<file path="src/rtl/ctb_pkg.sv">
package ctb_pkg;
  typedef struct packed {
    logic       cne;
    logic       ld;
    logic [3:0] rsv;
    logic [1:0] csel;
  } tmr_mode_t;

  localparam logic [1:0] CSEL_TICK  = 2'b00;
  localparam logic [1:0] CSEL_CHAIN = 2'b11;

  localparam int REG_MODE = 0;
  localparam int REG_BASE = 1;
  localparam int REG_CNT  = 2;
  localparam int REG_ERR  = 3;
endpackage

</file>
<file path="src/rtl/ctb_slice.sv">
module ctb_slice
  import ctb_pkg::*;
#(
  parameter int TW = 8
) (
  input  logic          clk,
  input  logic          rst,
  input  logic          mode_we,
  input  tmr_mode_t     mode_wval,
  input  logic          base_we,
  input  logic [TW-1:0] base_wval,
  input  logic          cnt_load,
  input  logic          rld,
  input  logic          dec,
  output tmr_mode_t     mode_q,
  output logic [TW-1:0] base_q,
  output logic [TW-1:0] cnt_q
);
  always_ff @(posedge clk) begin
    if (rst) begin
      mode_q <= '0;
      base_q <= '0;
      cnt_q  <= '0;
    end else begin
      if (mode_we) mode_q <= mode_wval;
      if (base_we) base_q <= base_wval;
      if (base_we && !mode_q.cne) cnt_q <= base_wval;
      else if (cnt_load)          cnt_q <= base_q;
      else if (rld)               cnt_q <= base_q;
      else if (dec)               cnt_q <= cnt_q - 1'b1;
    end
  end
endmodule

</file>
<file path="src/rtl/ctb_chain.sv">
module ctb_chain #(
  parameter int N_TMR = 4,
  parameter int TW    = 8
) (
  input  logic                      tick,
  input  logic [N_TMR-1:0]          head,
  input  logic [N_TMR-1:0]          pair,
  input  logic [N_TMR-1:0][TW-1:0]  cnt_q,
  output logic [N_TMR-1:0]          dec,
  output logic [N_TMR-1:0]          rld,
  output logic [N_TMR-1:0]          uflow_evt
);
  logic [N_TMR-1:0]         live, last;
  logic [N_TMR-1:0][TW-1:0] hi_eff;

  for (genvar g = 0; g < N_TMR; g++) begin : g_lane
    if (g < N_TMR-1) begin : g_hi
      assign hi_eff[g] = pair[g] ? cnt_q[g+1] : '0;
    end else begin : g_nohi
      assign hi_eff[g] = pair[g] ? cnt_q[g] : '0;
    end
    assign live[g]      = tick && head[g] && !(cnt_q[g] == '0 && hi_eff[g] == '0);
    assign last[g]      = (cnt_q[g] == TW'(1)) && (hi_eff[g] == '0);
    assign uflow_evt[g] = live[g] && last[g];
    if (g > 0) begin : g_up
      assign rld[g] = (live[g] && last[g]) ||
                      (pair[g-1] && live[g-1] && last[g-1]);
      assign dec[g] = (live[g] && !last[g]) ||
                      (pair[g-1] && live[g-1] && !last[g-1] && cnt_q[g-1] == '0);
    end else begin : g_base
      assign rld[g] = live[g] && last[g];
      assign dec[g] = live[g] && !last[g];
    end
  end
endmodule

</file>
<file path="src/rtl/ctb_bus_decode.sv">
module ctb_bus_decode
  import ctb_pkg::*;
#(
  parameter int N_TMR  = 4,
  parameter int TW     = 8,
  parameter int ADDR_W = 8
) (
  input  logic                      bus_wr,
  input  logic                      bus_rd,
  input  logic [ADDR_W-1:0]         bus_addr,
  input  logic [1:0]                bus_size,
  input  logic [4*TW-1:0]           bus_wdata,
  input  tmr_mode_t [N_TMR-1:0]     mode_q,
  input  logic [N_TMR-1:0][TW-1:0]  base_q,
  input  logic [N_TMR-1:0][TW-1:0]  cnt_q,
  input  logic                      err_q,
  output logic [N_TMR-1:0]          mode_we,
  output tmr_mode_t                 mode_wval,
  output logic [N_TMR-1:0]          base_we,
  output logic [N_TMR-1:0][TW-1:0]  base_wval,
  output logic [N_TMR-1:0]          cnt_load,
  output logic                      acc_err,
  output logic                      err_clr,
  output logic [4*TW-1:0]           rd_val
);
  localparam int DW = 4*TW;

  logic [N_TMR-1:0] up_block, own_en, own_ld, pair_load;
  logic             wr_err, rd_err, span_ok, hit, bad_mode;
  int               lane_i, region_i, nb, k;
  tmr_mode_t        wv;
  logic [TW-1:0]    lane_val;

  for (genvar g = 0; g < N_TMR; g++) begin : g_nb
    if (g < N_TMR-1) begin : g_up
      assign up_block[g]    = (mode_q[g+1].csel == CSEL_CHAIN) && !mode_q[g+1].cne;
      assign pair_load[g+1] = own_en[g] && (mode_q[g+1].csel == CSEL_CHAIN) && mode_q[g+1].cne;
    end else begin : g_top
      assign up_block[g] = 1'b0;
    end
  end
  assign pair_load[0] = 1'b0;
  assign cnt_load     = own_en | own_ld | pair_load;
  assign mode_wval    = wv;
  assign acc_err      = wr_err | rd_err;

  always_comb begin
    lane_i   = int'(bus_addr[3:0]);
    region_i = int'(bus_addr[ADDR_W-1:4]);
    case (bus_size)
      2'd0:    nb = 1;
      2'd1:    nb = 2;
      2'd2:    nb = 4;
      default: nb = 0;
    endcase
    span_ok = 1'b0;
    if (nb == 1)      span_ok = lane_i < N_TMR;
    else if (nb == 2) span_ok = (lane_i % 2 == 0) && (lane_i + 1 < N_TMR);
    else if (nb == 4) span_ok = (lane_i % 4 == 0) && (lane_i + 3 < N_TMR);
    wv       = tmr_mode_t'(bus_wdata[7:0]);
    bad_mode = (nb != 1) || (wv.rsv != '0) || (wv.cne && wv.ld) ||
               (wv.csel == 2'b01) || (wv.csel == 2'b10);
    mode_we   = '0;
    base_we   = '0;
    base_wval = '0;
    own_en    = '0;
    own_ld    = '0;
    wr_err    = 1'b0;
    rd_err    = 1'b0;
    err_clr   = 1'b0;
    rd_val    = '0;
    hit       = 1'b0;
    k         = 0;
    lane_val  = '0;

    if (bus_wr) begin
      case (region_i)
        REG_MODE: begin
          for (int i = 0; i < N_TMR; i++) begin
            if (lane_i == i) begin
              hit = 1'b1;
              if (bad_mode || (i == 0 && wv.csel == CSEL_CHAIN) ||
                  (wv.cne && wv.csel == CSEL_TICK && up_block[i])) begin
                wr_err = 1'b1;
              end else begin
                mode_we[i] = 1'b1;
                own_en[i]  = wv.cne && (wv.csel == CSEL_TICK);
                own_ld[i]  = wv.ld;
              end
            end
          end
          if (!hit) wr_err = 1'b1;
        end
        REG_BASE: begin
          if (span_ok) begin
            for (int i = 0; i < N_TMR; i++) begin
              if (i >= lane_i && i < lane_i + nb) begin
                k            = i - lane_i;
                base_we[i]   = 1'b1;
                base_wval[i] = bus_wdata[(nb-1-k)*TW +: TW];
              end
            end
          end else begin
            wr_err = 1'b1;
          end
        end
        REG_ERR: begin
          if (nb == 1 && lane_i == 0) err_clr = bus_wdata[0];
          else                        wr_err  = 1'b1;
        end
        default: wr_err = 1'b1;
      endcase
    end

    if (bus_rd) begin
      case (region_i)
        REG_MODE, REG_BASE, REG_CNT: begin
          if (span_ok) begin
            for (int i = 0; i < N_TMR; i++) begin
              if (i >= lane_i && i < lane_i + nb) begin
                k = i - lane_i;
                if (region_i == REG_MODE)      lane_val = TW'(mode_q[i]);
                else if (region_i == REG_BASE) lane_val = base_q[i];
                else                           lane_val = mode_q[i].cne ? cnt_q[i] : base_q[i];
                rd_val[(nb-1-k)*TW +: TW] = lane_val;
              end
            end
          end else begin
            rd_err = 1'b1;
          end
        end
        REG_ERR: begin
          if (nb == 1 && lane_i == 0) rd_val = DW'(err_q);
          else                        rd_err = 1'b1;
        end
        default: rd_err = 1'b1;
      endcase
    end
  end
endmodule

</file>
<file path="src/rtl/cascade_timer_bank.sv">
module cascade_timer_bank
  import ctb_pkg::*;
#(
  parameter int N_TMR  = 4,
  parameter int TW     = 8,
  parameter int ADDR_W = 8
) (
  input  logic              clk,
  input  logic              rst,
  input  logic              tick,
  input  logic              bus_wr,
  input  logic              bus_rd,
  input  logic [ADDR_W-1:0] bus_addr,
  input  logic [1:0]        bus_size,
  input  logic [4*TW-1:0]   bus_wdata,
  output logic [4*TW-1:0]   bus_rdata,
  output logic              err_flag,
  output logic [N_TMR-1:0]  uflow
);
  tmr_mode_t [N_TMR-1:0]     mode_q;
  logic [N_TMR-1:0][TW-1:0]  base_q, cnt_q, base_wval;
  logic [N_TMR-1:0]          mode_we, base_we, cnt_load, dec, rld, uflow_evt;
  logic [N_TMR-1:0]          head, pair;
  tmr_mode_t                 mode_wval;
  logic                      acc_err, err_clr;
  logic [4*TW-1:0]           rd_val;

  ctb_bus_decode #(.N_TMR(N_TMR), .TW(TW), .ADDR_W(ADDR_W)) u_dec (
    .bus_wr(bus_wr), .bus_rd(bus_rd), .bus_addr(bus_addr), .bus_size(bus_size),
    .bus_wdata(bus_wdata), .mode_q(mode_q), .base_q(base_q), .cnt_q(cnt_q),
    .err_q(err_flag), .mode_we(mode_we), .mode_wval(mode_wval),
    .base_we(base_we), .base_wval(base_wval), .cnt_load(cnt_load),
    .acc_err(acc_err), .err_clr(err_clr), .rd_val(rd_val)
  );

  for (genvar g = 0; g < N_TMR; g++) begin : g_tmr
    assign head[g] = mode_q[g].cne && (mode_q[g].csel == CSEL_TICK);
    if (g < N_TMR-1) begin : g_pair
      assign pair[g] = head[g] && mode_q[g+1].cne && (mode_q[g+1].csel == CSEL_CHAIN);
    end else begin : g_nopair
      assign pair[g] = 1'b0;
    end
    ctb_slice #(.TW(TW)) u_slice (
      .clk(clk), .rst(rst), .mode_we(mode_we[g]), .mode_wval(mode_wval),
      .base_we(base_we[g]), .base_wval(base_wval[g]), .cnt_load(cnt_load[g]),
      .rld(rld[g]), .dec(dec[g]), .mode_q(mode_q[g]), .base_q(base_q[g]),
      .cnt_q(cnt_q[g])
    );
  end

  ctb_chain #(.N_TMR(N_TMR), .TW(TW)) u_chain (
    .tick(tick), .head(head), .pair(pair), .cnt_q(cnt_q),
    .dec(dec), .rld(rld), .uflow_evt(uflow_evt)
  );

  always_ff @(posedge clk) begin
    if (rst) begin
      bus_rdata <= '0;
      err_flag  <= 1'b0;
      uflow     <= '0;
    end else begin
      uflow <= uflow_evt;
      if (bus_rd)       bus_rdata <= rd_val;
      if (acc_err)      err_flag  <= 1'b1;
      else if (err_clr) err_flag  <= 1'b0;
    end
  end
endmodule

</file>
<file path="config.mk">
export PLATFORM = sky130hd
export DESIGN_NAME = cascade_timer_bank
export DESIGN_NICKNAME = d
export VERILOG_FILES = /design/src/rtl/ctb_pkg.sv /design/src/rtl/ctb_slice.sv /design/src/rtl/ctb_chain.sv /design/src/rtl/ctb_bus_decode.sv /design/src/rtl/cascade_timer_bank.sv
export SDC_FILE = /design/constraint.sdc
export NUM_CORES = 1
export LEC_CHECK = 0
export BUFFER_PORTS_ARGS = -buffer_cell sky130_fd_sc_hd__buf_2
export CAP_MARGIN = 40
export CORE_ASPECT_RATIO = 0.5
export CORE_MARGIN = 5
export CORE_UTILIZATION = 30
export DETAILED_ROUTE_END_ITERATION = 8
export GPL_ROUTABILITY_DRIVEN = 0
export GPL_TIMING_DRIVEN = 0
export PLACE_DENSITY = 0.48
export REMOVE_ABC_BUFFERS = 1
export SLEW_MARGIN = 20
export SYNTH_ARGS = -nofsm -noshare
export SYNTH_HDL_FRONTEND = slang
export SYNTH_SLANG_ARGS = --single-unit
</file>
<file path="constraint.sdc">
create_clock -name clk -period 18.5 [get_ports clk]
set_input_delay 0.925 -clock clk [delete_from_list [all_inputs] [get_ports clk]]
set_output_delay 0.925 -clock clk [all_outputs]
set_load 0.02 [all_outputs]
</file>
==> reports/metrics.csv <==
stage,metric,value,unit
layout,n_antenna_cell,0,
clock_tree,cts_tree,yes,
sta,slew_violations,0,
sta,finalHoldViolCount,0,
synthesis,ys_seq_elements,133,
sta,period_share,47.7,%
status,status,completed,
hold_path,hold_path_class,flip-flop to flip-flop,
worst_setup_path,path_buf_inv,4,
synthesis,ys_async_sr_fraction,0,%
clock_tree,htreeDepth,4,
clock_tree,max-clock-path-buffers,2,
detailed_routing,drt_wl_total,60.0,mm
global_routing,antenna_found_initial,0,
worst_setup_path,worstPathMaxFanout,33,
die,die_h,172,um
worst_setup_path,path_cells,buf_2 -> nand2_2 -> buf_12 -> inv_4 -> ha_1 -> a21o_1 -> o21ai_2 -> nand2_1 -> a21o_1 -> fa_1 -> nor4_2 -> nand4_1 -> or4_1 -> nor4_1 -> a31oi_1 -> o221a_2 -> nor4_4 -> buf_6 -> nand4_1 -> o32ai_1 -> mux2i_1 -> o21ai_1,
clock_tree,cts_inserted_buffers,17,
worst_setup_path,rr_worst_depth,10,
pwr,ir_drop,0.0589,mV
layout,drive_above_1_share,12.7,%
detailed_routing,wl_per_cell,21.4,um
detailed_routing,final_antenna_net_count,0,
worst_setup_path,crit_arrival,9.19,ns
global_routing,grt_pass1_wl,91.7,mm
synthesis,yosysSeqAreaShare,16.8,%
sta,final.setup.tns,0,ns
sta,rsz0062_at_grt,no,
sta,tightest_slew,0.859,ns
synthesis,syn_area,15800,um^2
detailed_routing,first_pass_iters,5,
detailed_routing,viasPerCell,5.82,
synthesis,synth_top_area_share,16.8,%
synthesis,synth_area_leaders,"dfxtp_1 17%, fa_1 6.3%, nand2_1 5.8%, ha_1 4.4%, a21oi_1 4.3%",
global_routing,grt_max_degree,59,
synthesis,synthCells,2073,
sta,skew,0.0119,ns
clock_tree,postCtsHoldBufs,0,
placement,io_buffers,83,
clock_tree,cts_root_buf,clkbuf_16,
hold_path,min_path_cells,1,
global_routing,track_usage,20.1,%
placement,dp_hpwl,46.7,mm
detailed_routing,drc_errors,0,
worst_setup_path,critPathLaunchType,input pin,
synthesis,yosys_warnings,0,
synthesis,synthFlopType,dfxtp_1,
sta,finalSetupViolCount,0,
die,pin_count,84,
detailed_routing,vias,16318,
worst_setup_path,setup.worst_path.class,input pin to flip-flop,
synthesis,synth_edf_count,0,
clock_tree,path_clk_slew,0.06,ns
layout,regArea,2660,um^2
die,start_util,30.4,%
synthesis,syn_avg_cell_area,7.63,um^2
global_routing,grt_pass1_vias,15062,
sta,relSlewSlack,41.9,%
die,num_rows,59,
layout,syn2layout_area_growth,11.5,%
layout,multi_input_area,12500,um^2
detailed_routing,drt_first_iter_violations,1736,
die,fp.dieW,335,um
worst_setup_path,slowest_delay,0.67,ns
layout,postLayoutCoreUtil,33.9,%
pwr,cellLeakagePower,6.56,nW
flow_run,drv_cap,0,
global_routing,grt-ovfl-total,0,
worst_setup_path,critPathTopFamily,simple AND/OR/NAND/NOR gates,
sta,finalCriticalPeriod,8.82,ns
clock_tree,clock_sinks,133,
worst_setup_path,end_kind,flip-flop,
clock_tree,clock_latency,0.43,ns
pwr,power_density,61.0,nW/um^2
layout,nets,2244,
synthesis,synth.distinct_cells,113,
synthesis,synth_top_cell_by_area,dfxtp_1,
layout,nFillCells,5591,
sta,fmax,113,MHz
clock_tree,cts_setup_buffers,0,
die,coreArea,52000,um^2
worst_setup_path,cp.depth,22,
die,fp.dieArea,57700,um^2
worst_setup_path,cpMaxStageDelayCell,o21ai_2,
clock_tree,cts_resized,0,
worst_setup_path,cp.required,18.87,ns
[report_power, final]
group          internal, mW  switching [mW]  leakage [nW]
logic                 0.144           0.284          5.20
registers             0.287        0.000408          1.07
clock network         0.222           0.138         0.289
total                 0.653           0.422          6.56
[sequential cells by signal (all words and copies together), names as in the netlist]
register,cells
g_tmr.u_slice.cnt_q,32
g_tmr.u_slice.mode_q,32
uflow,4
bus_rdata,32
err_flag,1
g_tmr.u_slice.base_q,32
[final timing paths]
path / start / endpoint / slack [ns]
max: bus_size[1] / bus_rdata[15] / 9.68
min: g_tmr[0].u_slice.mode_q[4] / g_tmr[0].u_slice.mode_q[4] / 0.46
max reg2reg: g_tmr[3].u_slice.mode_q[7] / g_tmr[3].u_slice.cnt_q[0] / 14.67
min reg2reg: g_tmr[0].u_slice.mode_q[4] / g_tmr[0].u_slice.mode_q[4] / 0.46
[synth_stat cells (12+ instances only)]
| cell | count |
|---|---|
| a31oi_1 | 21 |
| or3_1 | 18 |
| ha_1 | 55 |
| nand2b_1 | 16 |
| inv_1 | 64 |
| nor4b_1 | 14 |
| o21bai_1 | 14 |
| a21oi_1 | 136 |
| buf_2 | 13 |
| o21a_1 | 16 |
| and3_1 | 35 |
| mux4_2 | 16 |
| fa_1 | 50 |
| xor2_1 | 26 |
| nor2b_1 | 36 |
| o211ai_1 | 40 |
| nor2_1 | 170 |
| nor4_1 | 31 |
| mux2i_1 | 64 |
| clkbuf_1 | 87 |
| o22ai_1 | 26 |
| a21o_1 | 34 |
| nand3_1 | 75 |
| o21ai_1 | 32 |
| or4_1 | 16 |
| dfxtp_1 | 133 |
| nand2_1 | 245 |
| and2_1 | 37 |
| o21ai_0 | 85 |
| nor3_1 | 81 |
| a211oi_1 | 18 |
| nand4_1 | 35 |
| o221a_2 | 32 |
| xnor2_1 | 48 |
| o2111ai_1 | 12 |
[final cells by class]
cell class              instances  share of cell area, %
clock inverters                 8                  0.703
clock buffers                  23                   2.71
repair buffers                118                   4.35
well taps                     701                   4.98
flip-flops and latches        133                   15.1
inverters                      67                   1.46
multi-input cells            1755                   70.7
[worst register-to-register path, delay by kind of cell, from the launching register on]
kind             cells  cell delay [ns]
AO/OA/AOI/OAI        4             1.15
AND/OR/NAND/NOR      6             1.74
flip-flops           1             0.80
[kinds of logic (layout without fill, tap and decap cells)]
| group | after synthesis | count (layout) | share of synthesized area, % |
|---|---|---|---|
| AND/OR/NAND/NOR | 883 | 883 | 29.4 |
| flip-flops | 133 | 133 | 16.8 |
| buffers and inverters | 185 | 216 | 4.76 |
| XOR/XNOR | 75 | 75 | 4.20 |
| multiplexers | 84 | 84 | 6.62 |
| AO/OA/AOI/OAI | 608 | 608 | 27.5 |
| adder cells (fa/ha/maj) | 105 | 105 | 10.7 |
[cells in the final DEF, fill, tap and decap left out, types with 17 or more instances in the layout]
cell,count
nor2_1,169
mux2i_1,64
a31oi_1,20
ha_1,55
o211ai_1,40
buf_2,90
nand4_1,35
or3_1,18
a21oi_1,136
nor4_1,29
xor2_1,25
nand2_1,244
nor2b_1,36
inv_1,63
o21ai_1,31
o21ai_0,85
a21o_1,34
a211oi_1,18
clkbuf_16,17
nand3_1,75
and2_1,37
and3_1,35
nor3_1,79
dfxtp_1,133
xnor2_1,48
fa_1,50
o221a_2,32
o22ai_1,26
[through the flow]
| step | cells | instance area (um^2) | hold slack (ns) | total power [mW] | worst slack, ns |
|---|---|---|---|---|---|
| 2_1_floorplan | 1955 | 15300 | 0.430 | 0.582 | 9.45 |
| 3_3_place_gp | 2739 | 16600 | 0.441 | 0.702 | 6.57 |
| 3_5_place_dp | 2770 | 17000 | 0.444 | 0.712 | 9.29 |
| 4_1_cts | 2801 | 17600 | 0.457 | 1.07 | 9.74 |
| 5_1_grt | 2805 | 17600 | 0.469 | 1.13 | 9.03 |
| 6_report | 2805 | 17600 | 0.455 | 1.08 | 9.68 |
[layer usage]
layer	track usage, %	up-vias	share of wire (%)
li1	-	7808	-
met1	28.8	7924	48
met2	32.4	502	45
met3	1.96	84	5.0
met4	5.90	0	2.6
met5	0	-	0
Note: power is estimated with default switching activity, not from simulation.
